$ cat src/rtl/cap_pkg.sv
package cap_pkg;

    typedef enum logic [1:0] {
        ST_IDLE    = 2'd0,
        ST_ARMED   = 2'd1,
        ST_CAPTURE = 2'd2,
        ST_DONE    = 2'd3
    } cap_state_e;

endpackage

$ cat src/rtl/cap_fsm.sv
module cap_fsm
    import cap_pkg::*;
#(
    parameter int LANES      = 4,
    parameter int FRAME_BINS = 512
) (
    input  logic clk,
    input  logic rst_n,
    input  logic trig_i,
    input  logic valid_i,
    input  logic sof_i,
    input  logic eof_i,
    output logic wr_o,
    output logic last_o,
    output logic busy_o
);

    localparam int BEATS = FRAME_BINS / LANES;
    localparam int CNT_W = (BEATS > 1) ? $clog2(BEATS) : 1;

    typedef struct packed {
        cap_state_e       st;
        logic [CNT_W-1:0] cnt;
    } fsm_t;

    fsm_t r_d, r_q;
    logic start_beat;
    logic final_beat;

    always_comb begin
        r_d        = r_q;
        start_beat = 1'b0;
        final_beat = 1'b0;
        case (r_q.st)
            ST_IDLE: begin
                if (trig_i) begin
                    r_d.st = ST_ARMED;
                end
            end
            ST_ARMED: begin
                if (valid_i && sof_i) begin
                    start_beat = 1'b1;
                    if (BEATS == 1) begin
                        final_beat = 1'b1;
                        r_d.st     = ST_DONE;
                    end else begin
                        r_d.st  = ST_CAPTURE;
                        r_d.cnt = CNT_W'(1);
                    end
                end
            end
            ST_CAPTURE: begin
                if (valid_i) begin
                    if (r_q.cnt == CNT_W'(BEATS - 1)) begin
                        final_beat = 1'b1;
                        r_d.st     = ST_DONE;
                        r_d.cnt    = '0;
                    end else begin
                        r_d.cnt = r_q.cnt + CNT_W'(1);
                    end
                end
            end
            default: begin
                r_d.st  = ST_IDLE;
                r_d.cnt = '0;
            end
        endcase
    end

    always_ff @(posedge clk) begin
        if (!rst_n) begin
            r_q <= '{st: ST_IDLE, cnt: '0};
        end else begin
            r_q <= r_d;
        end
    end

    assign wr_o   = start_beat || (r_q.st == ST_CAPTURE && valid_i);
    assign last_o = final_beat;
    assign busy_o = (r_q.st != ST_IDLE);

    AST_TRIG_ARMS: assert property (@(posedge clk) disable iff (!rst_n)
        (r_q.st == ST_IDLE && trig_i) |=> (r_q.st == ST_ARMED));

    AST_ARMED_WAITS: assert property (@(posedge clk) disable iff (!rst_n)
        (r_q.st == ST_ARMED && !(valid_i && sof_i)) |=> (r_q.st == ST_ARMED));

    AST_IDLE_NO_WRITE: assert property (@(posedge clk) disable iff (!rst_n)
        (r_q.st == ST_IDLE) |-> !wr_o);

    AST_GAP_HOLDS: assert property (@(posedge clk) disable iff (!rst_n)
        (r_q.st == ST_CAPTURE && !valid_i) |=> ($stable(r_q.cnt) && r_q.st == ST_CAPTURE));

    AST_EOF_ALIGN: assert property (@(posedge clk) disable iff (!rst_n)
        final_beat |-> eof_i);

    AST_DONE_ONE: assert property (@(posedge clk) disable iff (!rst_n)
        (r_q.st == ST_DONE) |=> (r_q.st == ST_IDLE));

endmodule

$ cat src/rtl/cap_lane_reg.sv
module cap_lane_reg #(
    parameter int SAMPLE_W = 50
) (
    input  logic                clk,
    input  logic                rst_n,
    input  logic                wr_i,
    input  logic                last_i,
    input  logic [SAMPLE_W-1:0] data_i,
    output logic                we_o,
    output logic                last_o,
    output logic [SAMPLE_W-1:0] data_o
);

    typedef struct packed {
        logic                we;
        logic                last;
        logic [SAMPLE_W-1:0] data;
    } lane_t;

    lane_t r_d, r_q;

    always_comb begin
        r_d      = r_q;
        r_d.we   = wr_i;
        r_d.last = wr_i && last_i;
        if (wr_i) begin
            r_d.data = data_i;
        end
    end

    always_ff @(posedge clk) begin
        if (!rst_n) begin
            r_q <= '0;
        end else begin
            r_q <= r_d;
        end
    end

    assign we_o   = r_q.we;
    assign last_o = r_q.last;
    assign data_o = r_q.data;

    AST_LAST_NEEDS_WE: assert property (@(posedge clk) disable iff (!rst_n)
        last_o |-> we_o);

    AST_DATA_HELD: assert property (@(posedge clk) disable iff (!rst_n)
        !wr_i |=> $stable(data_o));

endmodule

$ cat src/rtl/trig_frame_capture.sv
module trig_frame_capture #(
    parameter int LANES      = 4,
    parameter int SAMPLE_W   = 50,
    parameter int FRAME_BINS = 512
) (
    input  logic                      clk,
    input  logic                      rst_n,
    input  logic                      trig_i,
    input  logic                      in_valid,
    input  logic                      in_sof,
    input  logic                      in_eof,
    input  logic [LANES*SAMPLE_W-1:0] in_data,
    output logic [LANES-1:0]          lane_we,
    output logic [LANES*SAMPLE_W-1:0] lane_data,
    output logic [LANES-1:0]          lane_last,
    output logic                      busy
);

    localparam int LAST_LANE = LANES - 1;

    logic wr_beat;
    logic last_beat;

    cap_fsm #(
        .LANES      (LANES),
        .FRAME_BINS (FRAME_BINS)
    ) u_fsm (
        .clk     (clk),
        .rst_n   (rst_n),
        .trig_i  (trig_i),
        .valid_i (in_valid),
        .sof_i   (in_sof),
        .eof_i   (in_eof),
        .wr_o    (wr_beat),
        .last_o  (last_beat),
        .busy_o  (busy)
    );

    for (genvar l = 0; l < LANES; l++) begin : g_lane
        logic lane_last_in;
        if (l == LAST_LANE) begin : g_tail
            assign lane_last_in = last_beat;
        end else begin : g_body
            assign lane_last_in = 1'b0;
        end

        cap_lane_reg #(
            .SAMPLE_W (SAMPLE_W)
        ) u_lane (
            .clk    (clk),
            .rst_n  (rst_n),
            .wr_i   (wr_beat),
            .last_i (lane_last_in),
            .data_i (in_data[l*SAMPLE_W +: SAMPLE_W]),
            .we_o   (lane_we[l]),
            .last_o (lane_last[l]),
            .data_o (lane_data[l*SAMPLE_W +: SAMPLE_W])
        );
    end

    AST_LAST_TAIL_ONLY: assert property (@(posedge clk) disable iff (!rst_n)
        $onehot0(lane_last) && (lane_last == '0 || lane_last[LAST_LANE]));

    AST_LANES_TOGETHER: assert property (@(posedge clk) disable iff (!rst_n)
        (lane_we == '0) || (&lane_we));

    AST_WRITE_MEANS_BUSY: assert property (@(posedge clk) disable iff (!rst_n)
        (|lane_we) |-> busy);

    AST_LAST_THEN_IDLE: assert property (@(posedge clk) disable iff (!rst_n)
        (|lane_last) |=> (!busy && lane_we == '0));

endmodule

$ cat config.mk
export PLATFORM = sky130hd
export DESIGN_NAME = trig_frame_capture
export DESIGN_NICKNAME = d
export VERILOG_FILES = /design/src/rtl/cap_pkg.sv /design/src/rtl/cap_fsm.sv /design/src/rtl/cap_lane_reg.sv /design/src/rtl/trig_frame_capture.sv
export SDC_FILE = /design/constraint.sdc
export NUM_CORES = 1
export LEC_CHECK = 0
export ABC_AREA = 1
export BUFFER_PORTS_ARGS = -buffer_cell sky130_fd_sc_hd__buf_4
export CAP_MARGIN = 20
export CORE_ASPECT_RATIO = 1.1
export CORE_UTILIZATION = 25
export CTS_CLUSTER_SIZE = 40
export DETAILED_ROUTE_END_ITERATION = 10
export GPL_TIMING_DRIVEN = 0
export MAX_ROUTING_LAYER = met4
export PLACE_DENSITY = 0.48
export SYNTH_ARGS = -nofsm -noshare
export SYNTH_HDL_FRONTEND = slang
export SYNTH_SLANG_ARGS = --single-unit
$ cat constraint.sdc
create_clock -name clk -period 2 [get_ports clk]
set_input_delay 0.2 -clock clk [delete_from_list [all_inputs] [get_ports clk]]
set_output_delay 0.2 -clock clk [all_outputs]
set_load 0.01 [all_outputs]
* Word level (Yosys, flattened, before mapping)
Index checks and enable logic that the tools add are counted.
** Word-level totals
- Register bits :: 211
- Input port bits :: 206
- Output and inout port bits :: 209
- Word-level logic and storage cells :: 37
** Cells by class
- Add/subtract/negate cells :: 1
- Eq/ne operators :: 7
- Multiplexer cells :: 12
- Bitwise logic cells :: 1
- Reductions and logical operators :: 8
** Operator list (number)
- case mux 7 bit (3 select lines) :: 1
- two-way mux 9 bit :: 2
- adder 7 x 1 -> 7 bit (second input constant) :: 1
- equality test 7 bit (second input constant) :: 1
- two-way mux 7 bit :: 1
- case mux 2 bit (3 select lines) :: 1
- two-way mux 1 bit :: 5
- two-way mux 2 bit :: 2
- != test 2 x 1 -> 1 bit (second input constant) :: 2
- != test 2 bit (second input constant) :: 2
- AND reduction 4 bit :: 1
- logical AND 1 bit :: 3
- AND reduction 3 bit :: 1
- equality test 2 x 1 -> 1 bit (second input constant) :: 1
- equality test 2 bit (second input constant) :: 1
- zero test 2 bit :: 1
- nonzero test 2 bit :: 1
- logical OR 1 bit :: 1
- inverter 1 bit :: 1

* Depth between registers and ports, before layout
Gate-level depths: netlist (run 1).
- Depth after elaboration :: 5
- Gate-level depth with buffers :: 9
- Mapped depth without buffers :: 9

* Hierarchy
A second synthesis (run 1) with hierarchy kept.
** Unflattened totals
- Cells, all modules :: 1388
- Area total of the unflattened synthesis :: 9250.1 µm²
** By module, submodules not included
- cap_lane_reg :: instances 4, cells each 323, area an instance 2142.1 µm², sequential area each 1041.0 µm²
- cap_fsm :: instances 1, cells each 95, area an instance 678.2 µm², sequential area each 180.2 µm²
- trig_frame_capture :: instances 1, cells each 1, area an instance 3.8 µm², sequential area each 0.0 µm²

* Worst setup path after synthesis (run 1)
Ideal clock, no wire load.
- Kind :: register to register
- From :: register u_fsm.r_q[7] (netlist bit)
- To :: register u_fsm.r_q[2] (netlist bit)
- Library setup time :: 0.115 ns
- Arrival :: 1.304 ns
- Data required time :: 1.885 ns
- Path slack :: 0.581 ns
- Cell stages (with the launch flop) :: 9
- Path buffers :: 0
- Period minus slack after synthesis :: 1.419 ns
- Path through :: dfxtp_1 > inv_1 > ha_1 > inv_1 > nand3_1 > inv_1 > nand2_1 > nand2_1 > nor2_1
** Between the ends
- Cells in the longest elaborated chain, start to end :: 3
- Elaborated cells on any way between the ends :: 8
- Those cells by class :: 4 x eq/ne; 1 x mux; 1 x bitwise; 2 x reduce/logical
** RTL lines
- from (decl) :: line cap_fsm.sv:26 : fsm_t r_d, r_q;
- from (signal assigned) :: line cap_fsm.sv:72 : r_q <= '{st: ST_IDLE, cnt: '0};
- from (signal assigned) :: line cap_fsm.sv:74 : r_q <= r_d;
- equality test 2 x 1 -> 1 bit (tied with other cells) :: line cap_fsm.sv:34 : case (r_q.st)
- != test 2 x 1 -> 1 bit (no source line) (tied with other cells)
- AND reduction 3 bit (no source line)
Parallel ways exist; a longest one is shown, timed or not.
A chain may end at the register's enable or synchronous reset.

* Worst setup path after layout (run 1)
- From :: register u_fsm.r_q[7] (netlist bit)
- To :: register g_lane[1].u_lane.r_q (netlist bit g_lane[1].u_lane.data_o[26])
** Between the ends
- Cells in the longest elaborated chain, start to end :: 3
- Elaborated cells on any way between the ends :: 5
- Those cells by class :: 2 x eq/ne; 1 x mux; 2 x reduce/logical
** RTL lines
- equality test 2 x 1 -> 1 bit / equality test 2 bit (equally long branches) :: line cap_fsm.sv:34, cap_fsm.sv:78
- two-way mux 1 bit / logical AND 1 bit (equally long branches) :: line cap_fsm.sv:34, cap_fsm.sv:78
- logical OR 1 bit (*) :: line cap_fsm.sv:78 : assign wr_o = start_beat || (r_q.st == ST_CAPTURE && valid_i);
- to (signal assigned) :: line cap_lane_reg.sv:35 : r_q <= r_d;
- to (decl) :: line cap_lane_reg.sv:20 : lane_t r_d, r_q;
Mark *: on every way between the ends. The rest lies on a longest branch, timed or not.

==> results by group, run 1 <==
Power
  • Maximum vdd drop: 764.6 uV
  • P_leak: between 6 and 7 nW
  • Pwr Density: between 1000 and 1500 mW/mm^2

Die
  • Die area: 0.03075 sq mm
  • # IOs: 415
  • Die W: 167.3 um
  • Die height: 183.8 um
  • Std cell rows: 66
  • Core area: 0.02956 sq mm
  • Starting Density: 25.41%

Global routing
  • Global-route wire length before repair: roughly 46000 um
  • Largest net degree at the start of global routing: 13
  • Initial antenna violation count: 0
  • Gr ovfl total: 0
  • GR Util All Layers: 19.36%
  • Vias in the first global route: 8645

Placed design
  • DP Cell Count: 1756
  • Cell Area, Placed: 0.01106 sq mm
  • Port Buffer Count: ~410
  • DP HPWL: 21460 um
  • RePlAce Congestion: 0.7894
  • Post-Place Worst Slack: ~0.11 ns

STA
  • # setup viols final: 0
  • Worst Skew: 0.007672 ns
  • Tightest Pin Transition: 0.6108 ns
  • Final cycle utilization of the critical path: between 80% and 90%
  • RSZ-0062 raised after global routing: no
  • Max transition margin: 59.28%
  • Peak Freq: 0.5690 GHz
  • Final Hold Violating Endpoints: 0
  • Post-route minimum period: 1.758 ns
  • Final Max Tran Viols: 0
  • Worst setup margin: roughly 0.24 ns
  • Final setup TNS: 0 ns

Status
  • Outcome: completed

CTS
  • CTS root buffer: clkbuf_16
  • Total CTS buffers: 26
  • Clock buffer depth: 3
  • Clock transition at path regs: 0.06 ns
  • TritonCTS clock tree: yes
  • H-tree Lvls: 1
  • Clock Sinks: 211
  • Clk_lat worst skew: 0.53 ns

Cells and area
  • Share of cells above drive strength 1: 30.82%
  • Final #Nets: 1822
  • Syn-to-layout area delta: 85.69%
  • Fillers: 2906
  • Core Util, Final: between 40% and 50%
  • Most frequent cells in the layout: 419 x buf_4, 414 x nor2_1, 211 x dfxtp_1, 201 x o21ai_0, 201 x dlygate4sd3_1
  • Commonest non-fill, non-tap cell in the layout: buf_4
  • # diodes: 0
  • Fin cells: 2003
  • Cell area after layout: about 0.014 sq mm

Setup path
  • Critical path required time: 2.42 ns
  • Critical Path AT: 2.18 ns
  • CP max FO: 10
  • Crit Path Class: register to register
  • Setup crit start kind: register
  • Worst Setup End Kind: register

Logic synthesis
  • Synthesis-stage register bit count: 211
  • Syn Inst Count: 971
  • Post-Syn Area: 0.007513 sq mm
  • Ys Warns: 0
  • Syn_area_per_cell: slightly below 8 sq um
  • Post-synthesis sequential area ratio: 56.22%
  • Number of library cell types mapped by synthesis: 19

Drt
  • Vias per cell: 4.256
  • Average routed wire per standard cell: approximately 15 um
  • Post-route DRC violation count: 0
  • Detail Route Antenna Nets: 0
  • Vias: 8524
  • WL final: 29840 um
  • Pre-antenna DRT Iters: 4
  • DRT iter0 DRCs: about 290

Flow run
  • Max Cap Violations: 0

Hold path
  • Hold crit path type: input pin to register
[layout make-up]
cell class | instances | area (sq um) | area share, %
Timing Repair Buffer | 610 | 5082 | 36.43
Sequential cell | 211 | 4224 | 30.28
Multi-Input combinational cell | 672 | 2859 | 20.49
Clock buffer | 40 | 764.5 | 5.479
Tap cell | 374 | 467.9 | 3.354
Buffer | 74 | 385.4 | 2.762
Clock inverter | 6 | 108.9 | 0.7802
Inverter | 16 | 60.06 | 0.4305
[timing repair]
| item | in CTS | in global routing |
|---|---|---|
| hold endpoints to repair | 201 | 0 |
| gates resized for setup | 0 | 3 |
| buffers inserted | 0 | 0 |
| setup endpoints to repair | 0 | 3 |
| hold buffers | 201 | 0 |
[state kept, by name (all words and copies together) (netlist names)]
name                  flops
u_fsm.r_q                 9
g_lane.u_lane.data_o    200
g_lane.u_lane.we_o        1
g_lane.u_lane.last_o      1
[logic make-up (layout without fill, tap and decap cells)]
| logic type | after synthesis | count (layout) | synth area share [%] |
|---|---|---|---|
| adder cells (fa/ha/maj) | 5 | 5 | 0.8326 |
| other | 1 | 3 | 0.04991 |
| XOR/XNOR | 1 | 1 | 0.1166 |
| AND/OR/NAND/NOR | 455 | 455 | 23.03 |
| buffers and inverters | 90 | 746 | 5.862 |
| AO/OA/AOI/OAI | 208 | 208 | 13.89 |
| flip-flops | 211 | 211 | 56.22 |
[cell usage after synthesis, drive strengths merged]
cell | instances | share of area (%)
a21oi | 6 | 0.40
buf | 52 | 4.0
clkbuf | 22 | 1.1
conb | 1 | 0.050
dfxtp | 211 | 56
ha | 5 | 0.83
inv | 16 | 0.80
nand2 | 28 | 1.4
nand3 | 7 | 0.47
nand4 | 4 | 0.33
nor2 | 415 | 21
nor3 | 1 | 0.067
o21ai | 201 | 13
o21bai | 1 | 0.10
xor2 | 1 | 0.12
[worst paths after layout]
kind	from	to	slack, ns	cells after the start
hold reg to reg	u_fsm.r_q[1]$_SDFFE_PN0P_	u_fsm.r_q[1]$_SDFFE_PN0P_	0.49	2
setup / recovery	u_fsm.r_q[7]$_SDFFE_PN0P_	g_lane[1].u_lane.data_o[26]$_SDFFE_PN0P_	0.24	8
hold / removal	rst_n	g_lane[1].u_lane.data_o[23]$_SDFFE_PN0P_	0.08	3
setup reg to reg	u_fsm.r_q[7]$_SDFFE_PN0P_	g_lane[1].u_lane.data_o[26]$_SDFFE_PN0P_	0.24	8
[power by group]
part           leakage, nW  internal [mW]  switching, mW
sequential            1.72           5.26          0.553
clock                0.427           3.00           1.83
combinational         4.67           2.46           2.77
total                 6.82           10.7           5.16
[worst max-delay path, cell delays in order (launching register included)]
cell and delay (ns):
dfxtp_1 0.38, inv_1 0.08, ha_1 0.27, nand2_1 0.13
nand2_2 0.12, buf_4 0.21, clkbuf_4 0.21, o21ai_0 0.20
nor2_1 0.05
[metrics by stage]
step / power (mW) / hold slack (ns)
6_report: 15.88 / 0.08134
3_5_place_dp: 10.81 / 0.4272
3_3_place_gp: 10.82 / 0.4208
5_1_grt: 16.89 / 0.1018
4_1_cts: 16.07 / 0.03985
2_1_floorplan: 8.045 / 0.3348
[metal layers]
layer  global-route usage [%]  share of wire, %  vias up
met5                        -                 0        -
met4                    5.651               2.3        0
met3                    5.318               8.2       40
met2                    34.02                49      342
met1                    21.31                41     3767
li1                         -                 -     4375
(Power assumes the default switching activity.)
==> inputs of run 2 (changes only) <==
--- a/config.mk
+++ b/config.mk
@@ -10,6 +10,7 @@
 export CAP_MARGIN = 20
 export CORE_ASPECT_RATIO = 1.1
 export CORE_UTILIZATION = 25
+export CTS_CLUSTER_DIAMETER = 200
 export CTS_CLUSTER_SIZE = 40
 export DETAILED_ROUTE_END_ITERATION = 10
 export GPL_TIMING_DRIVEN = 0
==> constraint.sdc (replaced) <==
create_clock -name clk -period 1.75 [get_ports clk]
set_input_delay 0.175 -clock clk [delete_from_list [all_inputs] [get_ports clk]]
set_output_delay 0.175 -clock clk [all_outputs]
set_load 0.01 [all_outputs]
==> run 2 against run 1 <==
Compared with the run above: global-route usage decreased by 0.33 points; setup slack lost 0.12 ns; non-clock buffer count is the same; worst hold slack got worse by 0.017 ns; die area did not move; total power decreased by 3.2%; final cell count decreased by 1.8%; fmax increased by 7.7%; largest cell class unchanged; largest power group unchanged; highest routed layer unchanged.
==> results by group, run 2 (synthesis gave the netlist of run 1 again) <==
Flow run
  • Max Cap Violations: 0

Setup path
  • R2r worst-path depth: 9
  • Critical Path AT: 2.04 ns
  • Worst Setup End Kind: register
  • Crit Path Class: register to register
  • CP max FO: 10
  • Critical path required time: 2.15 ns
  • Setup crit start kind: register

STA
  • # setup viols final: 0
  • Worst Skew: 0.05633 ns
  • Post-route minimum period: 1.632 ns
  • Final cycle utilization of the critical path: 93.26%
  • Tightest Pin Transition: 0.6181 ns
  • RSZ-0062 raised after global routing: no
  • Peak Freq: 0.6127 GHz
  • Final Hold Violating Endpoints: 0
  • Final Max Tran Viols: 0
  • Max transition margin: 58.79%

CTS
  • Clock transition at path regs: around 0.16 ns
  • CTS root buffer: clkbuf_16
  • H-tree Lvls: 1
  • Clock buffer depth: 3
  • Total CTS buffers: 9
  • TritonCTS clock tree: yes
  • Clock Sinks: 211
  • Clk_lat worst skew: about 0.5 ns
  • Post-CTS Setup Bufs: 0

Global routing
  • Gr ovfl total: 0
  • Largest net degree at the start of global routing: roughly 40
  • GR Util All Layers: between 10% and 20%
  • Initial antenna violation count: 0
  • Vias in the first global route: 8473
  • Global-route wire length before repair: approximately 45000 um

Cells and area
  • Cell area after layout: 0.01344 sq mm
  • Final #Nets: 1805
  • Commonest non-fill, non-tap cell in the layout: buf_4
  • Fin cells: 1967
  • Syn-to-layout area delta: 78.85%
  • Max FFs per register: 200
  • Most frequent cells in the layout: 426 x buf_4, 411 x nor2_1, 209 x dfxtp_1, 201 x dlygate4sd3_1, 198 x o21ai_0
  • Fillers: a little under 3000
  • Share of cells above drive strength 1: between 30% and 40%
  • # diodes: 0

Drt
  • Post-route DRC violation count: 0
  • DR top layer: met4
  • Pre-antenna DRT Iters: 4
  • Post-Route M1 WL: ~12000 um
  • Detail Route Antenna Nets: 0
  • DR WL met3: 2133 um
  • Vias: about 8400
  • Average routed wire per standard cell: 14.94 um
  • Vias per cell: 4.254
  • DRT iter0 DRCs: ~380
  • WL final: 29400 um
  • Met2 Routed Length: 14500 um

Status
  • Outcome: completed

Die
  • Die height: 183.8 um
  • Std cell rows: between 60 and 70
  • Die W: 167.3 um
  • Core area: 0.02956 sq mm
  • # IOs: 415
  • Die area: 0.03075 sq mm
  • Starting Density: 25.41%

Hold path
  • Hold path depth: 3
  • Hold crit path type: input pin to register

Power
  • P_leak: 6.532 nW
  • Pwr Total: 15.37 mW
  • Maximum vdd drop: 613.5 uV
  • Pwr Density: 1144 mW/mm^2

Placed design
  • Port Buffer Count: 409
  • Cell Area, Placed: 0.01106 sq mm
  • DP HPWL: 21460 um
  • DP Cell Count: ~1800
  • RePlAce Congestion: 0.7894
-- run 2: changes by cell type in the layout (fill, tap and decap cells not counted), sizes merged --
| cell | before | now |
|---|---|---|
| clkinv | 2 | 1 |
| buf | 459 | 450 |
| inv | 17 | 16 |
| clkbuf | 64 | 42 |
| bufinv | 3 | 0 |
-- run 2: layer usage --
layer / vias to the layer above / track usage, %
met5: - / -
met2: 315 / 33.85
met1: 3699 / 21.46
met3: 29 / 4.456
li1: 4324 / -
met4: 0 / 4.514
-- run 2: through the flow --
| stage | hold slack (ns) | TNS, ns | utilization (%) | setup WS (ns) |
|---|---|---|---|---|
| 4_1_cts | 0.02468 | 0 | 45.16 | 0.0002802 |
| 3_3_place_gp | 0.3958 | -0.4763 | 37.41 | -0.1237 |
| 2_1_floorplan | 0.3098 | 0 | - | 0.3310 |
| 3_5_place_dp | 0.4022 | -1.116 | 37.41 | -0.1354 |
| 5_1_grt | 0.08330 | 0 | 45.45 | 0.007271 |
| 6_report | 0.06445 | 0 | 45.45 | 0.1180 |
-- run 2: layout make-up --
| class | count | area (sq um) | area share [%] |
|---|---|---|---|
| timing repair buffer | 610 | 5082 | 37.82 |
| sequential | 211 | 4232 | 31.49 |
| multi-input combinational | 672 | 2889 | 21.50 |
| tap | 374 | 467.9 | 3.482 |
| buffer | 74 | 451.7 | 3.361 |
| clock buffer | 9 | 225.2 | 1.676 |
| inverter | 16 | 60.06 | 0.4469 |
| clock inverter | 1 | 30.03 | 0.2235 |
-- run 2: timing repair --
action                                  in CTS  in global routing
endpoints found under the setup margin     204                205
pin swaps                                    0                  1
gates resized for setup                     10                 40
hold buffers                               201                  0
endpoints found under the hold margin      201                  0
-- run 2: worst max-delay path, stage by stage, from the launching register on --
cell and delay, ns:
dfxtp_4 0.39, inv_1 0.11, ha_4 0.18, nand2_1 0.11, nand2_4 0.12, inv_2 0.06, buf_6 0.15, buf_4 0.18
nor2_2 0.16, nor2_1 0.07
-- run 2: worst paths after layout --
path | start | endpoint | slack (ns)
worst min-delay path | rst_n | g_lane[1].u_lane.data_o[23]$_SDFFE_PN0P_ | 0.06
worst max-delay path | u_fsm.r_q[7]$_SDFFE_PN0P_ | g_lane[2].u_lane.data_o[9]$_SDFFE_PN0P_ | 0.12
worst max register to register | u_fsm.r_q[7]$_SDFFE_PN0P_ | g_lane[2].u_lane.data_o[9]$_SDFFE_PN0P_ | 0.12
worst min register to register | u_fsm.r_q[1]$_SDFFE_PN0P_ | u_fsm.r_q[1]$_SDFFE_PN0P_ | 0.50
-- run 2: where the power goes --
group          internal [mW]  switching (mW)
combinational           2.92            3.20
sequential              6.00           0.634
clock                  0.973            1.64
==> inputs of run 3 (changes only) <==
--- a/config.mk
+++ b/config.mk
@@ -8,6 +8,8 @@
 export ABC_AREA = 1
 export BUFFER_PORTS_ARGS = -buffer_cell sky130_fd_sc_hd__buf_4
 export CAP_MARGIN = 20
+export CELL_PAD_IN_SITES_DETAIL_PLACEMENT = 0
+export CELL_PAD_IN_SITES_GLOBAL_PLACEMENT = 1
 export CORE_ASPECT_RATIO = 1.1
 export CORE_UTILIZATION = 25
 export CTS_CLUSTER_DIAMETER = 200
@@ -15,7 +17,7 @@
 export DETAILED_ROUTE_END_ITERATION = 10
 export GPL_TIMING_DRIVEN = 0
 export MAX_ROUTING_LAYER = met4
-export PLACE_DENSITY = 0.48
+export PLACE_DENSITY = 0.66
 export SYNTH_ARGS = -nofsm -noshare
 export SYNTH_HDL_FRONTEND = slang
 export SYNTH_SLANG_ARGS = --single-unit
==> run 3 against run 2 <==
Compared with the run above: worst hold slack got worse by 0.0026 ns; die area unchanged; clock power about the same; first-iteration DRC count increased by 1.0%; core utilization about the same; largest cell class unchanged; highest routed layer unchanged.
==> results by group, run 3 (synthesis gave the netlist of run 1 again) <==
Status
  • Outcome: completed

Hold path
  • Hold path depth: 3
  • Worst Hold End: g_lane[1].u_lane.data_o[21]$_SDFFE_PN0P_
  • Hold crit path type: input pin to register
  • Hold path start: rst_n

Setup path
  • Worst reg-to-reg setup slack: approximately 0.07 ns
  • Critical-path cell list: inv_1 > ha_2 > nand2_1 > nand2_4 > inv_2 > buf_6 > clkbuf_4 > nor2_2 > nor2_1
  • Critical path required time: 2.14 ns
  • Launch point of the worst reg-to-reg path: u_fsm.r_q[7]$_SDFFE_PN0P_
  • Crit-path max cell delay: about 0.37 ns
  • RR Endpoint: g_lane[0].u_lane.data_o[8]$_SDFFE_PN0P_
  • Crit-path slowest cell: dfxtp_2
  • R2r worst-path depth: 9
  • Worst Setup End Kind: register
  • CP max FO: 10
  • Crit Path Class: register to register
  • Critical Path AT: 2.08 ns
  • Setup crit start kind: register

Die
  • Starting Density: about a quarter
  • Core area: 0.02956 sq mm
  • Die height: 183.8 um
  • Die W: 167.3 um
  • Die area: 0.03075 sq mm
  • # IOs: 415
  • Std cell rows: 66

Power
  • Internal power: ~10 mW
  • NetSw: 5.461 mW
  • Sw frac: 35.60%
  • P_leak: 6.542 nW
  • Maximum vdd drop: 704.5 uV
  • Clock power frac: 16.8%
  • Pwr Density: 1142 mW/mm^2
  • Reg power frac: 43.2%
  • Combinational share of power: 40.0%

Flow run
  • Max Cap Violations: 0

Global routing
  • Met1 Resource Use GR: approximately 23%
  • Global-route wire length before repair: between 40000 and 50000 um
  • Met2 usage: 34.02%
  • GR Util All Layers: 19.54%
  • Vias in the first global route: 8344
  • Gr ovfl total: 0
  • Met3 GRT Util: roughly 4%
  • Initial antenna violation count: 0
  • GRT busiest layer: met2
  • Largest net degree at the start of global routing: 41

STA
  • Final cycle utilization of the critical path: 96.10%
  • WHS: approximately 0.062 ns
  • Worst Skew: 0.03934 ns
  • Peak Freq: 0.5946 GHz
  • Worst setup margin: around 0.068 ns
  • # setup viols final: 0
  • Final setup TNS: 0 ns
  • Tightest Pin Transition: 0.6548 ns
  • Final Max Tran Viols: 0
  • RSZ-0062 raised after global routing: yes
  • Max transition margin: 56.35%
  • Post-route minimum period: 1.682 ns
  • Final Hold Violating Endpoints: 0

Cells and area
  • Max FFs per register: 200
  • Syn-to-layout area delta: 78.80%
  • Commonest non-fill, non-tap cell in the layout: buf_4
  • Cell area after layout: 0.01343 sq mm
  • # diodes: 0
  • Final #Nets: 1805
  • Fin cells: 1967
  • Most frequent cells in the layout: 421 x buf_4, 409 x nor2_1, 209 x dfxtp_1, 201 x dlygate4sd3_1, 198 x o21ai_0
  • Share of cells above drive strength 1: 30.51%

CTS
  • Clock transition at path regs: 0.15 ns
  • Total CTS buffers: 9
  • Clk_lat worst skew: 0.48 ns
  • TritonCTS clock tree: yes
  • Clock Sinks: 211
  • CTS root buffer: clkbuf_16
  • Clock buffer depth: 3
  • H-tree Lvls: 1

Placed design
  • Port Buffer Count: 409
  • Cell Area, Placed: 0.01106 sq mm
  • DP HPWL: 22200 um
  • Post-Place Worst Slack: -0.1344 ns
  • RePlAce Congestion: around 0.84
  • DP Cell Count: 1756

Drt
  • Pre-antenna DRT Iters: 4
  • Post-route DRC violation count: 0
  • Average routed wire per standard cell: 15.35 um
  • Vias: roughly 8400
  • DRT iter0 DRCs: 386
  • WL final: 30200 um
  • Vias per cell: 4.292
  • Detail Route Antenna Nets: 0
run 3: critical path, delay by kind of cell (launching register included):
kind | cells | cell delay (ns)
DFF | 1 | 0.37
adders and majority gates | 1 | 0.23
buffers and inverters | 4 | 0.50
and+or+nand+nor | 4 | 0.49
run 3: per-stage QoR:
step,util [%],total power [mW]
4_1_cts,45.16,15.42
5_1_grt,45.44,16.42
3_3_place_gp,37.41,12.35
2_1_floorplan,-,9.194
6_report,45.44,15.34
3_5_place_dp,37.41,12.37
run 3: worst max-delay path by stage:
| stage | start | end |
|---|---|---|
| 2_1_floorplan | u_fsm.r_q[7]$_SDFFE_PN0P_ | u_fsm.r_q[2]$_SDFFE_PN0P_ |
| 3_3_place_gp | u_fsm.r_q[7]$_SDFFE_PN0P_ | g_lane[0].u_lane.data_o[34]$_SDFFE_PN0P_ |
| 3_5_place_dp | u_fsm.r_q[7]$_SDFFE_PN0P_ | g_lane[0].u_lane.data_o[35]$_SDFFE_PN0P_ |
| 4_1_cts | u_fsm.r_q[7]$_SDFFE_PN0P_ | g_lane[1].u_lane.data_o[36]$_SDFFE_PN0P_ |
| 5_1_grt | u_fsm.r_q[7]$_SDFFE_PN0P_ | g_lane[2].u_lane.data_o[44]$_SDFFE_PN0P_ |
| 6_report | u_fsm.r_q[7]$_SDFFE_PN0P_ | g_lane[0].u_lane.data_o[8]$_SDFFE_PN0P_ |
run 3: area by class of cell:
cell class / count / area, sq um
multi-input cells: 672 / 2889
inverters: 16 / 60.06
flip-flops and latches: 211 / 4227
plain buffers: 74 / 452.9
fillers: 2957 / 16130
repair buffers: 610 / 5082
clock buffers: 9 / 225.2
clock inverters: 1 / 30.03
well taps: 374 / 467.9
run 3: what timing repair did:
item,in CTS,in global routing
endpoints found under the setup margin,172,192
hold endpoints to repair,201,0
hold buffers,201,0
gates resized for setup,10,35
setup buffers,0,0
run 3: metal layers:
metal  share of wire, %  routed length [um]  up-vias
met1                 42               12640     3766
met5                  0                   0        -
li1                   -                   -     4319
met3                6.7                2036       32
met2                 49               14910      325
met4                2.0                 615        0
run 3: power groups by stage:
| stage | sequential, mW | combinational (mW) | clock, mW |
|---|---|---|---|
| 3_3_place_gp | 6.67 | 5.68 | 0 |
| 5_1_grt | 6.78 | 6.75 | 2.89 |
| 2_1_floorplan | 7.17 | 2.02 | 0 |
| 3_5_place_dp | 6.69 | 5.68 | 0 |
| 6_report | 6.63 | 6.13 | 2.58 |
| 4_1_cts | 6.61 | 6.08 | 2.72 |
